===== src/rtl/scan_tap_pkg.sv =====
package scan_tap_pkg;

  localparam int unsigned IR_W = 2;
  localparam logic [IR_W-1:0] IR_CAPTURE = 2'b01;

  typedef enum logic [3:0] {
    ST_TLR, ST_RTI,
    ST_SEL_DR, ST_CAP_DR, ST_SH_DR, ST_EX1_DR, ST_PAU_DR, ST_EX2_DR, ST_UPD_DR,
    ST_SEL_IR, ST_CAP_IR, ST_SH_IR, ST_EX1_IR, ST_PAU_IR, ST_EX2_IR, ST_UPD_IR
  } tap_state_e;

  typedef enum logic [IR_W-1:0] {
    OP_EXTEST = 2'b00,
    OP_SAMPLE = 2'b01,
    OP_IDCODE = 2'b10,
    OP_BYPASS = 2'b11
  } tap_op_e;

  function automatic tap_state_e tap_next(input tap_state_e s, input logic tms);
    case (s)
      ST_TLR:    return tms ? ST_TLR    : ST_RTI;
      ST_RTI:    return tms ? ST_SEL_DR : ST_RTI;
      ST_SEL_DR: return tms ? ST_SEL_IR : ST_CAP_DR;
      ST_CAP_DR: return tms ? ST_EX1_DR : ST_SH_DR;
      ST_SH_DR:  return tms ? ST_EX1_DR : ST_SH_DR;
      ST_EX1_DR: return tms ? ST_UPD_DR : ST_PAU_DR;
      ST_PAU_DR: return tms ? ST_EX2_DR : ST_PAU_DR;
      ST_EX2_DR: return tms ? ST_UPD_DR : ST_SH_DR;
      ST_UPD_DR: return tms ? ST_SEL_DR : ST_RTI;
      ST_SEL_IR: return tms ? ST_TLR    : ST_CAP_IR;
      ST_CAP_IR: return tms ? ST_EX1_IR : ST_SH_IR;
      ST_SH_IR:  return tms ? ST_EX1_IR : ST_SH_IR;
      ST_EX1_IR: return tms ? ST_UPD_IR : ST_PAU_IR;
      ST_PAU_IR: return tms ? ST_EX2_IR : ST_PAU_IR;
      ST_EX2_IR: return tms ? ST_UPD_IR : ST_SH_IR;
      default:   return tms ? ST_SEL_DR : ST_RTI;
    endcase
  endfunction

endpackage


===== src/rtl/scan_tap_fsm.sv =====
module scan_tap_fsm
  import scan_tap_pkg::*;
(
  input  logic       tck_i,
  input  logic       rst_ni,
  input  logic       tms_i,
  output tap_state_e state_o
);

  tap_state_e state_q;

  always_ff @(posedge tck_i or negedge rst_ni) begin
    if (!rst_ni) state_q <= ST_TLR;
    else         state_q <= tap_next(state_q, tms_i);
  end

  assign state_o = state_q;

  // consecutive TMS-high counter, checker use only
  localparam int unsigned RESET_RUN = 5;
  logic [2:0] hi_cnt_q;

  always_ff @(posedge tck_i or negedge rst_ni) begin
    if (!rst_ni)                   hi_cnt_q <= '0;
    else if (!tms_i)               hi_cnt_q <= '0;
    else if (hi_cnt_q != 3'(RESET_RUN)) hi_cnt_q <= hi_cnt_q + 3'd1;
  end

  a_r2_five_tms_reset: assert property (@(posedge tck_i) disable iff (!rst_ni)
    hi_cnt_q == 3'(RESET_RUN) |-> state_q == ST_TLR);

endmodule


===== src/rtl/scan_tap_ir.sv =====
module scan_tap_ir
  import scan_tap_pkg::*;
(
  input  logic       tck_i,
  input  logic       rst_ni,
  input  logic       tdi_i,
  input  tap_state_e state_i,
  output tap_op_e    op_o,
  output logic       sr_lsb_o
);

  logic [IR_W-1:0] sr_q;
  tap_op_e         op_q;

  always_ff @(posedge tck_i or negedge rst_ni) begin
    if (!rst_ni)                   sr_q <= IR_CAPTURE;
    else if (state_i == ST_CAP_IR) sr_q <= IR_CAPTURE;
    else if (state_i == ST_SH_IR)  sr_q <= {tdi_i, sr_q[IR_W-1:1]};
  end

  // instruction changes on the falling edge
  always_ff @(negedge tck_i or negedge rst_ni) begin
    if (!rst_ni)                   op_q <= OP_IDCODE;
    else if (state_i == ST_TLR)    op_q <= OP_IDCODE;
    else if (state_i == ST_UPD_IR) op_q <= tap_op_e'(sr_q);
  end

  assign op_o     = op_q;
  assign sr_lsb_o = sr_q[0];

  a_r5_capture_pattern: assert property (@(posedge tck_i) disable iff (!rst_ni)
    state_i == ST_CAP_IR |=> sr_q == IR_CAPTURE);

  a_r1_tlr_holds_idcode: assert property (@(posedge tck_i) disable iff (!rst_ni)
    state_i == ST_TLR |-> op_q == OP_IDCODE);

endmodule


===== src/rtl/scan_tap_dr.sv =====
module scan_tap_dr
  import scan_tap_pkg::*;
#(
  parameter int unsigned BND_W   = 8,
  parameter int unsigned ID_W    = 32,
  parameter logic [ID_W-1:0] ID_WORD = 32'h0278_01CB
) (
  input  logic             tck_i,
  input  logic             rst_ni,
  input  logic             tdi_i,
  input  tap_state_e       state_i,
  input  tap_op_e          op_i,
  input  logic [BND_W-1:0] bnd_pins_i,
  output logic [BND_W-1:0] bnd_out_o,
  output logic             dr_lsb_o
);

  logic cap, sft;
  assign cap = (state_i == ST_CAP_DR);
  assign sft = (state_i == ST_SH_DR);

  logic sel_bnd, sel_id, sel_byp;
  assign sel_bnd = (op_i == OP_EXTEST) || (op_i == OP_SAMPLE);
  assign sel_id  = (op_i == OP_IDCODE);
  assign sel_byp = (op_i == OP_BYPASS);

  // bypass
  logic byp_q;
  always_ff @(posedge tck_i or negedge rst_ni) begin
    if (!rst_ni)              byp_q <= 1'b0;
    else if (sel_byp && cap)  byp_q <= 1'b0;
    else if (sel_byp && sft)  byp_q <= tdi_i;
  end

  // identification
  logic [ID_W-1:0] id_q;
  always_ff @(posedge tck_i or negedge rst_ni) begin
    if (!rst_ni)            id_q <= ID_WORD;
    else if (sel_id && cap) id_q <= ID_WORD;
    else if (sel_id && sft) id_q <= {tdi_i, id_q[ID_W-1:1]};
  end

  // boundary chain
  logic [BND_W-1:0] chain_q, chain_d, upd_q;
  for (genvar g = 0; g < BND_W; g++) begin : g_cell
    logic shin;
    if (g == BND_W - 1) begin : g_top
      assign shin = tdi_i;
    end else begin : g_mid
      assign shin = chain_q[g+1];
    end
    always_comb begin
      chain_d[g] = chain_q[g];
      if (cap)      chain_d[g] = bnd_pins_i[g];
      else if (sft) chain_d[g] = shin;
    end
  end

  always_ff @(posedge tck_i or negedge rst_ni) begin
    if (!rst_ni)      chain_q <= '0;
    else if (sel_bnd) chain_q <= chain_d;
  end

  always_ff @(negedge tck_i or negedge rst_ni) begin
    if (!rst_ni)                             upd_q <= '0;
    else if (sel_bnd && state_i == ST_UPD_DR) upd_q <= chain_q;
  end

  assign bnd_out_o = upd_q;

  always_comb begin
    case (op_i)
      OP_BYPASS: dr_lsb_o = byp_q;
      OP_IDCODE: dr_lsb_o = id_q[0];
      default:   dr_lsb_o = chain_q[0];
    endcase
  end

  a_r8_bypass_zero: assert property (@(posedge tck_i) disable iff (!rst_ni)
    (cap && sel_byp) |=> !byp_q);

  a_r7_id_capture: assert property (@(posedge tck_i) disable iff (!rst_ni)
    (cap && sel_id) |=> id_q == ID_WORD);

endmodule


===== src/rtl/scan_tap.sv =====
module scan_tap
  import scan_tap_pkg::*;
#(
  parameter int unsigned BND_W   = 8,
  parameter logic [31:0] ID_WORD = 32'h0278_01CB
) (
  input  logic             tck_i,
  input  logic             rst_ni,
  input  logic             tms_i,
  input  logic             tdi_i,
  output logic             tdo_o,
  output logic             tdo_oe_o,
  input  logic [BND_W-1:0] bnd_pins_i,
  output logic [BND_W-1:0] bnd_out_o,
  output logic             ext_drive_o
);

  tap_state_e state;
  tap_op_e    op;
  logic       ir_lsb, dr_lsb;

  scan_tap_fsm u_fsm (
    .tck_i   (tck_i),
    .rst_ni  (rst_ni),
    .tms_i   (tms_i),
    .state_o (state)
  );

  scan_tap_ir u_ir (
    .tck_i    (tck_i),
    .rst_ni   (rst_ni),
    .tdi_i    (tdi_i),
    .state_i  (state),
    .op_o     (op),
    .sr_lsb_o (ir_lsb)
  );

  scan_tap_dr #(
    .BND_W   (BND_W),
    .ID_W    (32),
    .ID_WORD (ID_WORD)
  ) u_dr (
    .tck_i      (tck_i),
    .rst_ni     (rst_ni),
    .tdi_i      (tdi_i),
    .state_i    (state),
    .op_i       (op),
    .bnd_pins_i (bnd_pins_i),
    .bnd_out_o  (bnd_out_o),
    .dr_lsb_o   (dr_lsb)
  );

  always_ff @(negedge tck_i or negedge rst_ni) begin
    if (!rst_ni) begin
      tdo_o    <= 1'b0;
      tdo_oe_o <= 1'b0;
    end else begin
      case (state)
        ST_SH_IR: begin tdo_o <= ir_lsb; tdo_oe_o <= 1'b1; end
        ST_SH_DR: begin tdo_o <= dr_lsb; tdo_oe_o <= 1'b1; end
        default:  begin tdo_o <= 1'b0;   tdo_oe_o <= 1'b0; end
      endcase
    end
  end

  assign ext_drive_o = (op == OP_EXTEST);

  a_r4_oe_in_shift: assert property (@(posedge tck_i) disable iff (!rst_ni)
    tdo_oe_o |-> (state == ST_SH_DR || state == ST_SH_IR));

  a_r4_quiet_tdo: assert property (@(posedge tck_i) disable iff (!rst_ni)
    !tdo_oe_o |-> !tdo_o);

  a_r10_drive_flag: assert property (@(posedge tck_i) disable iff (!rst_ni)
    ext_drive_o |-> op == OP_EXTEST);

endmodule


===== config.mk =====
export PLATFORM = sky130hd
export DESIGN_NAME = scan_tap
export DESIGN_NICKNAME = d
export VERILOG_FILES = /design/src/rtl/scan_tap_pkg.sv /design/src/rtl/scan_tap_fsm.sv /design/src/rtl/scan_tap_ir.sv /design/src/rtl/scan_tap_dr.sv /design/src/rtl/scan_tap.sv
export SDC_FILE = /design/constraint.sdc
export NUM_CORES = 1
export LEC_CHECK = 0
export ABC_AREA = 1
export CORE_MARGIN = 2
export CORE_UTILIZATION = 57
export CTS_BUF_LIST = sky130_fd_sc_hd__clkbuf_4 sky130_fd_sc_hd__clkbuf_8 sky130_fd_sc_hd__clkbuf_16
export DETAILED_ROUTE_END_ITERATION = 8
export PLACE_DENSITY = 0.81
export SYNTH_ARGS = -nofsm -noshare
export SYNTH_HDL_FRONTEND = slang
export SYNTH_SLANG_ARGS = --single-unit
export TNS_END_PERCENT = 50

===== constraint.sdc =====
create_clock -name tck_i -period 1.8 [get_ports tck_i]
set_input_delay 0.36 -clock tck_i [delete_from_list [all_inputs] [get_ports tck_i]]
set_output_delay 0.36 -clock tck_i [all_outputs]
set_load 0.02 [all_outputs]

==> flow_metrics.env, run 1 <==
export IMPL_routed_wl_mm=6.33
export IMPL_worst_path_buf_inv=1
export IMPL_yosysSeqAreaShare_pct=56.0
export IMPL_crit_chain="nor2_1 > buf_4"
export IMPL_crit_path_end_kind="primary output"
export IMPL_io_buffer_count=22
export IMPL_path_max_fanout=2
export IMPL_cap_viol_max_count=0
export IMPL_violations="setup timing"
export IMPL_first_pass_iters=4
export IMPL_antenna_found_initial=0
export IMPL_die_h_um=72.4
export IMPL_die_x_um=72.4
export IMPL_cts_made_buffers=9
export IMPL_grt_use_total_pct=26.3
export IMPL_layout_drive_gt1_share_pct=29.9
export IMPL_vias_per_cell=5.47
export IMPL_place_inst=413
export IMPL_antenna_cells=0
export IMPL_io_pins=23
export IMPL_finalPower_mw=6.56
export IMPL_gp_congestion=0.905
export IMPL_clk_pin_slew_ns=0.07
export IMPL_dieArea_um2=5240
export IMPL_layout_commonest_cell="nand2_1"
export IMPL_critPathLaunchType="flip-flop"
export IMPL_netlist_area_um2=2660
export IMPL_avgSynthCellArea_um2=8.32
export IMPL_status="finished, violations left"
export IMPL_fp_row_count=24
export IMPL_cts_sinks=59
export IMPL_cp_top_family="flip-flops"
export IMPL_crit_type="reg2out"
export IMPL_synth_nets=332
export IMPL_slew_headroom_pct=75.6
export IMPL_cts_buffer_depth=2
export IMPL_area_growth_pct=31.8
export IMPL_arrival_ns=1.99
export IMPL_p_leak_nw=1.71
export IMPL_yosysWarningCount=0
export IMPL_grt_pass1_vias=2301
export IMPL_vias=2369
export IMPL_coreArea_um2=4410
export IMPL_dp_hpwl_mm=3.92
export IMPL_pre_cts_ws_ns=-0.540
export IMPL_hold_class="in2async"
export IMPL_drt_iter0_markers=138
export IMPL_syn_inst=320
export IMPL_worstSkewPairLatency_ns=0.37
export IMPL_grt_pass1_wl_mm=10.6
export IMPL_yosys_register_bits=59
export IMPL_cts_tree="yes"
export IMPL_final_max_slew_viol_count=0
export IMPL_hold_viol=0
export IMPL_post_route_util_pct=79.5
export IMPL_root_buffer="clkbuf_8"
export IMPL_cpMaxStageDelayCell="dfstp_2"
export IMPL_finClkSkew_ns=0.0458
export IMPL_layout_common_cells="110 x nand2_1, 33 x dfrtp_1, 27 x o21ai_0"
export IMPL_grt_ovfl_total=0
export IMPL_critical_path_required_ns=1.44
export IMPL_final_instance_count_excl_fill=433
export IMPL_ir_drop_mv=1.24
export IMPL_ant_nets=0
export IMPL_start_util_pct=60.3
export IMPL_wl_per_cell_um=14.6
export IMPL_grt_max_degree=30
export IMPL_setup_ws_ns=-0.554
export IMPL_rsz0062_at_grt="true"
export IMPL_power_density_nw_per_um2=1870
export IMPL_cpPeakStageDelay_ns=0.53
export IMPL_tightest_slew_ns=0.365
export IMPL_setup_viol=64
export IMPL_cts_htree_levels=3
export IMPL_post_route_drc_count=0
export IMPL_ys_types=26
export IMPL_finalNetCount=388
## metrics by stage
stage / instance area (um2) / setup TNS [ns] / hold WS [ns]
floorplan: 2700 / -13.00 / 0.0644
global placement: 3150 / -21.66 / 0.250
detailed placement: 3150 / -23.30 / 0.249
CTS: 3420 / -23.02 / 0.414
global route: 3510 / -27.25 / 0.457
finish: 3510 / -22.75 / 0.427
## final timing paths
| check | depth (start not counted) | slack [ns] | end | startpoint |
|---|---|---|---|---|
| min | 2 | 0.43 | u_fsm.state_o[1] | rst_ni |
| min in group tck_i | 2 | 0.45 | u_dr.bnd_out_o[5] | u_dr.bnd_out_o[5] |
| max | 2 | -0.55 | ext_drive_o | u_ir.op_o[1] |
| min reg2reg | 2 | 0.45 | u_dr.bnd_out_o[5] | u_dr.bnd_out_o[5] |
| max reg2reg | 7 | -0.52 | u_dr.id_q[12] | u_ir.op_o[1] |
| max in group asynchronous | 3 | 0.17 | u_dr.bnd_out_o[7] | rst_ni |
## Yosys cell counts
cell type    n  share of area, %
dfrtp_1     35                33
dfrtn_1     11                10
inv_4        1              0.24
nor2_1      14               2.0
nand3_1      7               1.3
nor2_8       1              0.75
dfstp_2     13                13
buf_6        1              0.42
o21ai_1     24               4.5
inv_2        3              0.42
nand2_2      3              0.70
a221oi_1     1              0.33
inv_1       20               2.8
clkinv_1     1              0.14
buf_2        8               1.5
a21oi_1      5              0.94
clkbuf_1     2              0.28
nand2_1    120                17
nor3_1       1              0.19
nand4_1      4              0.94
nand2_4      2              0.85
o21ai_0     34               6.4
buf_4        1              0.28
o211ai_1     2              0.56
nor2_2       5               1.2
a22o_1       1              0.33
## sequential cells by signal, indices dropped and copies added (netlist names)
| signal | count |
|---|---|
| u_dr.id_q | 32 |
| u_dr.bnd_out_o | 8 |
| u_dr.chain_q | 8 |
| u_fsm.state_o | 4 |
| u_ir.op_o | 2 |
| u_ir.sr_q | 2 |
| tdo_o | 1 |
| tdo_oe_o | 1 |
| u_dr.byp_q | 1 |
## what timing repair did
action                     4_1_cts  5_1_grt
hold buffers                     1        0
setup buffers                    1        0
setup endpoints to repair       64       64
hold endpoints to repair         2        0
gates cloned                     1        1
resized for setup               75       28
pin swaps                        3        7
## worst reg2reg max path: stages (launching register included)
cell,delay (ns)
dfstp_2,0.53
buf_6,0.13
inv_4,0.04
nor2_4,0.15
nand2_4,0.12
buf_6,0.16
nand2_1,0.07
o21ai_1,0.08
## metal layers
layer  share of wire [%]  vias up  track usage, %
li1                    -     1149               -
met1                  45     1137            35.8
met2                  48       66            41.3
met3                 5.0       17            6.39
met4                 2.2        0            9.64
met5                   0        -               0
## area by class of cell
class / instances / area [um2]
repair inverters: 1 / 7.51
repair buffers: 56 / 536
well taps: 52 / 65.1
clock buffers: 12 / 159
multi-input cells: 224 / 1100
fillers: 269 / 905
clock inverters: 5 / 53.8
flip-flops and latches: 59 / 1500
inverters: 24 / 97.6
## cell families (layout without fill, tap and decap cells)
family / after synthesis / count (layout) / synth area share, %
compound gates: 67 / 67 / 13.1
simple gates: 157 / 157 / 24.8
buf+inv: 37 / 98 / 6.11
flops: 59 / 59 / 56.0
## report_power, final
| group | internal (mW) | switching [mW] | leakage [nW] | total, mW |
|---|---|---|---|---|
| combinational | 1.26 | 1.76 | 0.870 | 3.02 |
| sequential | 1.95 | 0.325 | 0.731 | 2.27 |
| clock | 0.731 | 0.542 | 0.107 | 1.27 |
Power figures use the tool's default switching activity.
==> run 2: changes to the inputs <==
- ABC_AREA: 1 -> not set
- ABC_CLOCK_PERIOD_IN_PS: not set -> 1800
- PLACE_DENSITY: 0.81 -> 0.8
==> flow_metrics.env, run 2 <==
export IMPL_status="finished, violations left"
export IMPL_violations="setup timing"
export IMPL_antenna_found_initial=0
export IMPL_yosys_register_bits=59
export IMPL_dp_hpwl_mm=3.70
export IMPL_cp_num_cells=4
export IMPL_layout_commonest_cell="dfrtp_1"
export IMPL_path_max_fanout=8
export IMPL_crit_chain="nand2b_4 > nor4_4 > buf_6 > mux2_2"
export IMPL_netlist_area_um2=2810
export IMPL_ys_types=41
export IMPL_cts_tree="yes"
export IMPL_die_x_um=74.3
export IMPL_ir_drop_mv=0.952
export IMPL_power_density_nw_per_um2=1780
export IMPL_arrival_ns=1.67
export IMPL_vias=2017
export IMPL_worstSkewPairLatency_ns=0.37
export IMPL_whs_ns=0.143
export IMPL_wl_per_cell_um=17.5
export IMPL_synth_ff_type="dfrtp_1"
export IMPL_setup_ws_ns=-0.601
export IMPL_n_fill_cell=264
export IMPL_critPathLaunchType="flip-flop"
export IMPL_cts_sinks=59
export IMPL_synthAdderAreaFrac_pct=0
export IMPL_yosysWarningCount=0
export IMPL_grt_pass1_vias=2049
export IMPL_layout_common_cells="35 x dfrtp_1, 27 x nand2_1, 26 x buf_4"
export IMPL_yosysTopAreaCell="dfrtp_1"
export IMPL_synth_edf_count=0
export IMPL_worst_path_buf_inv=1
export IMPL_synth_xor_area_share_pct=0.311
export IMPL_ys_async_sr_fraction_pct=100
export IMPL_root_buffer="clkbuf_8"
export IMPL_die_h_um=74.3
export IMPL_largest_reg_flops=32
export IMPL_cts_buffer_depth=2
export IMPL_multi_input_area_um2=1300
export IMPL_cp_top_family="flip-flops"
export IMPL_io_pins=23
export IMPL_routed_wl_mm=6.49
export IMPL_gp_congestion=0.897
export IMPL_hold_viol=0
export IMPL_synthTopCellsByArea="dfrtp_1 31%, mux2_2 14%, dfstp_2 12%, dfrtn_1 9.8%, mux2i_1 6.0%"
export IMPL_critical_path_required_ns=1.07
export IMPL_hold_class="in2async"
export IMPL_synth_top_family_by_area="multiplexers"
export IMPL_avgSynthCellArea_um2=11.6
export IMPL_synth_compound_area_share_pct=8.49
export IMPL_synth_nets=254
export IMPL_first_pass_iters=4
export IMPL_crit_type="reg2reg"
export IMPL_grt_use_total_pct=25.6
export IMPL_start_util_pct=59.2
export IMPL_critPathLaunch="u_fsm.state_o[2]"
export IMPL_vias_per_cell=5.45
export IMPL_cts_htree_levels=3
export IMPL_crit_path_end_kind="flip-flop"
export IMPL_io_buffer_count=22
export IMPL_p_leak_nw=1.78
export IMPL_synthTopCellsByCount="35 x dfrtp_1, 35 x mux2_2, 27 x nand2_1, 19 x inv_1, 17 x mux2i_1"
export IMPL_register_area_um2=1490
export IMPL_cpMaxStageDelayCell="dfrtp_1"
export IMPL_ant_nets=0
export IMPL_reg2reg_from="u_fsm.state_o[2]"
export IMPL_synth_top_area_share_pct=31.1
export IMPL_area_growth_pct=34.9
export IMPL_finClkSkew_ns=0.0499
export IMPL_finalNetCount=310
export IMPL_grt_ovfl_total=0
export IMPL_cts_made_buffers=9
export IMPL_synth_area_mux_share_pct=20.5
export IMPL_slew_headroom_pct=79.8
export IMPL_antenna_cells=0
export IMPL_rsz0062_at_grt="true"
export IMPL_regMostFlops="u_dr.id_q"
export IMPL_post_route_drc_count=0
export IMPL_cap_viol_max_count=0
export IMPL_fp_row_count=25
export IMPL_reg2reg_depth=4
export IMPL_dieArea_um2=5510
export IMPL_tightest_slew_ns=0.302
export IMPL_yosysSeqAreaShare_pct=53.0
export IMPL_holdBufCountCts=0
export IMPL_layout_drive_gt1_share_pct=46.5
export IMPL_coreArea_um2=4750
export IMPL_syn_inst=242
export IMPL_final_max_slew_viol_count=0
export IMPL_synth_simple_area_share_pct=11.9
export IMPL_cpPeakStageDelay_ns=0.40
export IMPL_grt_pass1_wl_mm=10.3
export IMPL_finalPower_mw=6.75
export IMPL_clk_pin_slew_ns=0.07
export IMPL_grt_max_degree=19
export IMPL_drt_iter0_markers=163
export IMPL_setup_viol=64
-- run 2: changes by cell type in the layout (fill, tap and decap cells not counted), moves of 16 or more --
cell | previous run | this run
o21ai_0 | 27 | 6
mux2i_1 | 0 | 16
mux2_4 | 0 | 18
nand2_1 | 110 | 27
o21ai_1 | 26 | 2
mux2_2 | 0 | 18
-- run 2: per-stage QoR --
step	area, um2	setup slack [ns]	cells	util [%]	TNS, ns
2_1_floorplan	2870	-0.699	242	-	-28.81
3_3_place_gp	3330	-0.572	346	70.0	-29.54
3_5_place_dp	3330	-0.594	346	70.0	-30.78
4_1_cts	3730	-0.594	368	78.5	-31.43
5_1_grt	3790	-0.645	370	79.8	-34.12
6_report	3790	-0.601	370	79.8	-32.02
-- run 2: power breakdown --
part	internal, mW	total [mW]	switching, mW	leakage [nW]
Clock	0.804	1.32	0.518	0.120
Combinational	1.73	3.17	1.43	0.937
Sequential	1.91	2.26	0.350	0.723
-- run 2: area by class of cell --
class,count,area share (%)
clock buffers,15,4.95
clock inverters,2,0.890
inverters,18,1.78
multi-input cells,146,34.3
flip-flops and latches,59,39.3
well taps,67,2.21
repair buffers,63,16.6
-- run 2: repair_timing --
action | CTS | global route
setup buffers | 5 | 2
gates resized for setup | 93 | 12
setup endpoints to repair | 64 | 64
cloned | 1 | 0
pin swaps | 2 | 1
-- run 2: path summary, 6_finish.rpt --
kind	end	slack (ns)
min in group tck_i	u_dr.bnd_out_o[2]	0.48
setup reg to reg	u_dr.bnd_out_o[2]	-0.60
max in group asynchronous	tdo_o	0.63
setup / recovery	u_dr.bnd_out_o[2]	-0.60
hold reg to reg	u_dr.bnd_out_o[2]	0.48
hold / removal	u_dr.chain_q[7]	0.14
-- run 2: cells by family (layout without fill, tap and decap cells) --
| logic type | after synthesis | in the layout |
|---|---|---|
| multiplexers | 53 | 53 |
| flip-flops | 59 | 59 |
| AND/OR/NAND/NOR | 62 | 62 |
| buffers and inverters | 37 | 98 |
| XOR/XNOR | 1 | 1 |
| AO/OA/AOI/OAI | 30 | 30 |
-- run 2: per-layer routing --
layer  routed length, um  track usage [%]
met1                2830             31.9
met3                 253             9.49
met2                3300             41.0
met4                 109             9.92
met5                   0                0
